### src/rtl/burst_addr_seq.sv
module burst_addr_seq #(
  parameter int ADDR_W = 20
) (
  input  logic              clk,
  input  logic              rst_n,
  input  logic              clk_en_n,
  input  logic              load_n,
  input  logic              interleave,
  input  logic [ADDR_W-1:0] start_addr,
  input  logic              wr_n,
  output logic [ADDR_W-1:0] burst_addr,
  output logic              burst_is_write
);
  localparam int LOW_W = 2;

  logic [ADDR_W-1:0] base_q;
  logic [LOW_W-1:0]  beat_q;
  logic              wr_q;
  logic              do_load;
  logic              do_step;
  logic [LOW_W-1:0]  low;

  assign do_load = !clk_en_n && !load_n;
  assign do_step = !clk_en_n && load_n;

  always_ff @(posedge clk or negedge rst_n) begin
    if (!rst_n) begin
      base_q <= '0;
      beat_q <= '0;
      wr_q   <= 1'b0;
    end else if (do_load) begin
      base_q <= start_addr;
      beat_q <= '0;
      wr_q   <= !wr_n;
    end else if (do_step) begin
      beat_q <= beat_q + 1'b1;
    end
  end

  assign low = interleave ? (base_q[LOW_W-1:0] ^ beat_q)
                          : (base_q[LOW_W-1:0] + beat_q);

  assign burst_addr     = {base_q[ADDR_W-1:LOW_W], low};
  assign burst_is_write = wr_q;
endmodule


### config.mk
export PLATFORM = sky130hd
export DESIGN_NAME = burst_addr_seq
export DESIGN_NICKNAME = d
export VERILOG_FILES = /design/src/rtl/burst_addr_seq.sv
export SDC_FILE = /design/constraint.sdc
export NUM_CORES = 1
export LEC_CHECK = 0
export BUFFER_PORTS_ARGS = -buffer_cell sky130_fd_sc_hd__buf_2
export CORE_MARGIN = 2
export CORE_UTILIZATION = 46
export DETAILED_ROUTE_END_ITERATION = 8
export HOLD_SLACK_MARGIN = 0.1
export PLACE_DENSITY = 0.81
export SLEW_MARGIN = 0
export SYNTH_ARGS = -nofsm -noshare
export SYNTH_HDL_FRONTEND = slang
export SYNTH_SLANG_ARGS = --single-unit
### constraint.sdc
create_clock -name clk -period 1.12 [get_ports clk]
set_input_delay 0.112 -clock clk [delete_from_list [all_inputs] [get_ports clk]]
set_output_delay 0.112 -clock clk [all_outputs]
set_load 0.01 [all_outputs]
==> metrics.yaml <==
status: "complete, but fails checks"
violations: "setup timing"
dieWidth_um: 53.6
dp_hpwl_mm: 1.28
cpPeakStageDelay_ns: 0.41
rsz0062_at_grt: "yes"
dr_wl_met2_mm: 1.10
fin_ws_ns: -0.262
final_cell_mix: "buf_2 (45), dlygate4sd3_1 (25), dfrtp_1 (23)"
start_util_pct: 49.6
core-area_mm2: 0.00228
drtAntennaViolNets: 0
final.setup_skew_ns: 0.000200
multi_input_area_um2: 403
final_core_util_pct: 69.4
start_kind: "flop"
final_common_cell: "buf_2"
max_freq_ghz: 0.724
track_usage_pct: 17.1
synth.avg_cell_area_um2: 14.7
grt_max_degree: 24
dr.first_iter.drc_count: 6
reg2reg_depth: 4
r2r_end: "beat_q[1]"
wl_met1_mm: 1.01
tightest_slew_ns: 0.489
synthDistinctLibCells: 15
cts_max_level: 1
hold_class: "input port to flop"
cts-root-buf: "clkbuf_4"
cp.buffers_inverters: 1
final_area_mm2: 0.00158
post-route-period-util_pct: 123
dp_cells: 132
cp_max_fo: 2
ir_worst_vdd_v: 0.00107
antenna_found_initial: 0
crit_required_ns: 1.01
dr.max_layer_used: "met3"
hold_start: "clk_en_n"
finalCriticalPeriod_ns: 1.38
reg2reg_from: "beat_q[0]"
grt_overflow: 0
clk_pin_slew_ns: 0.11
synth-seq-area-share_pct: 50.9
setup_viol: 2
hold_viol: 0
endpoint_kind: "primary output"
vias: 756
crit_path_start: "beat_q[0]"
ys_seq_elements: 23
r2r_slack_ns: 0.06
routed_wl_mm: 2.24
wl_per_cell_um: 13.6
clockBufferDepth: 2
area_growth_pct: 39.9
finalNonFillerCells: 165
hold_end: "beat_q[1]"
p_per_area_mw_per_mm2: 1290
cts.sinks: 23
arrival_ns: 1.27
clk_latency_ns: 0.29
first_pass_iters: 4
crit_chain: "ha_2 -> nor2b_4 -> xnor2_1 -> buf_2"
routed-wl-met3_um: 128
crit_type: "flop to primary output"
grt_pass1_wl_mm: 3.45
cp_top_family: "flip-flops"
cts_tree: "built"
maxCapViolCount: 0
cpMaxStageDelayCell: "dfrtp_1"
synthCells: 77
synth_nets: 104
ys_warn_count: 0
leakagePower_nw: 0.786
die_y_um: 53.6
fillers: 152
synth_top_cell_area_share_pct: 50.9
grt_pass1_vias: 764
gp_congestion: 0.630
synth_area_mm2: 0.00113
p_total_mw: 2.03
yosys.area.top_type: "dfrtp_1"
diodes: 0
min_path_cells: 3
avgViaCountPerCell: 4.58
seq_area_um2: 576
numCtsBuffers: 3
rows: 17
io_pins: 47
final_nets: 165
place_area_mm2: 0.00126
relSlewSlack_pct: 67.4
drcViolationCount: 0
drv_slew: 0
dp_slack_ns: 0.0381
portBuffers: 46
yosys-top-cells-area: "dfrtp_1 (51%), mux2_4 (27%), buf_4 (12%)"
layout-drive-gt1-share_pct: 56.2
die_area_mm2: 0.00287
## report_power, final
part	internal (mW)	switching [mW]	total, mW
Clock	0.138	0.218	0.357
Combinational	0.404	0.245	0.649
Sequential	0.954	0.0747	1.03
Total	1.50	0.538	2.03
## metrics by stage
stage	hold slack, ns	setup TNS [ns]
2_1_floorplan	-0.184	0
3_3_place_gp	0.0984	0
3_5_place_dp	0.109	0
4_1_cts	0.105	-0.411
5_1_grt	0.101	-0.504
6_report	0.126	-0.374
## Yosys cell counts, drive strengths merged
library cell / n
xnor2: 2
mux2: 20
nand4bb: 1
nand2b: 1
o31ai: 1
nand2: 2
buf: 20
o211ai: 1
nor2b: 1
nor2: 1
inv: 1
ha: 1
dfrtp: 23
o21ai: 2
## cells by family (layout without fill, tap and decap cells)
logic type                 Yosys count  count (layout)  synth area share [%]
DFF                                 23              23                  50.9
adders and majority gates            1               1                  1.11
buffers and inverters               21              81                  14.3
AOI/OAI and AO/OA                    4               4                  2.22
and+or+nand+nor                      6               6                  3.32
muxes                               20              20                  26.6
xor gates and xnor gates             2               2                  1.55
## metal layers
layer | vias up | track usage, %
met2 | 40 | 31.9
met5 | - | 0
met4 | 0 | 3.85
met1 | 357 | 20.6
li1 | 359 | -
met3 | 0 | 2.78
## tightest hold or removal path, cell delays in order
cell	delay, ns
buf_2	0.13
nand2_1	0.06
o211ai_1	0.08
## area by class of cell
type                            count  area share (%)
Inverter                            1           0.238
Multi-Input combinational cell     33            25.5
Tap cell                           28            2.22
Sequential cell                    23            36.4
Clock buffer                        4            1.66
Timing Repair Buffer               76            34.0
## registers in the layout, summed over array words and instances, names as in the netlist
signal          count
base_q             20
beat_q              2
burst_is_write      1
## worst max path at each step
stage / to / slack [ns] / depth (start not counted)
3_5_place_dp: burst_addr[1] / 0.04 / 4
3_3_place_gp: burst_addr[1] / 0.06 / 4
4_1_cts: burst_addr[1] / -0.28 / 4
2_1_floorplan: burst_addr[1] / 0.11 / 3
5_1_grt: burst_addr[1] / -0.33 / 4
6_report: burst_addr[1] / -0.26 / 4
## repair_timing
action	4_1_cts	5_1_grt
setup buffers	2	2
gates cloned	0	0
setup endpoints to repair	2	2
hold buffers	25	0
pin swaps	2	1
hold endpoints to repair	45	0
resized for setup	4	0
No activity file was read; power rests on OpenSTA's default activity.
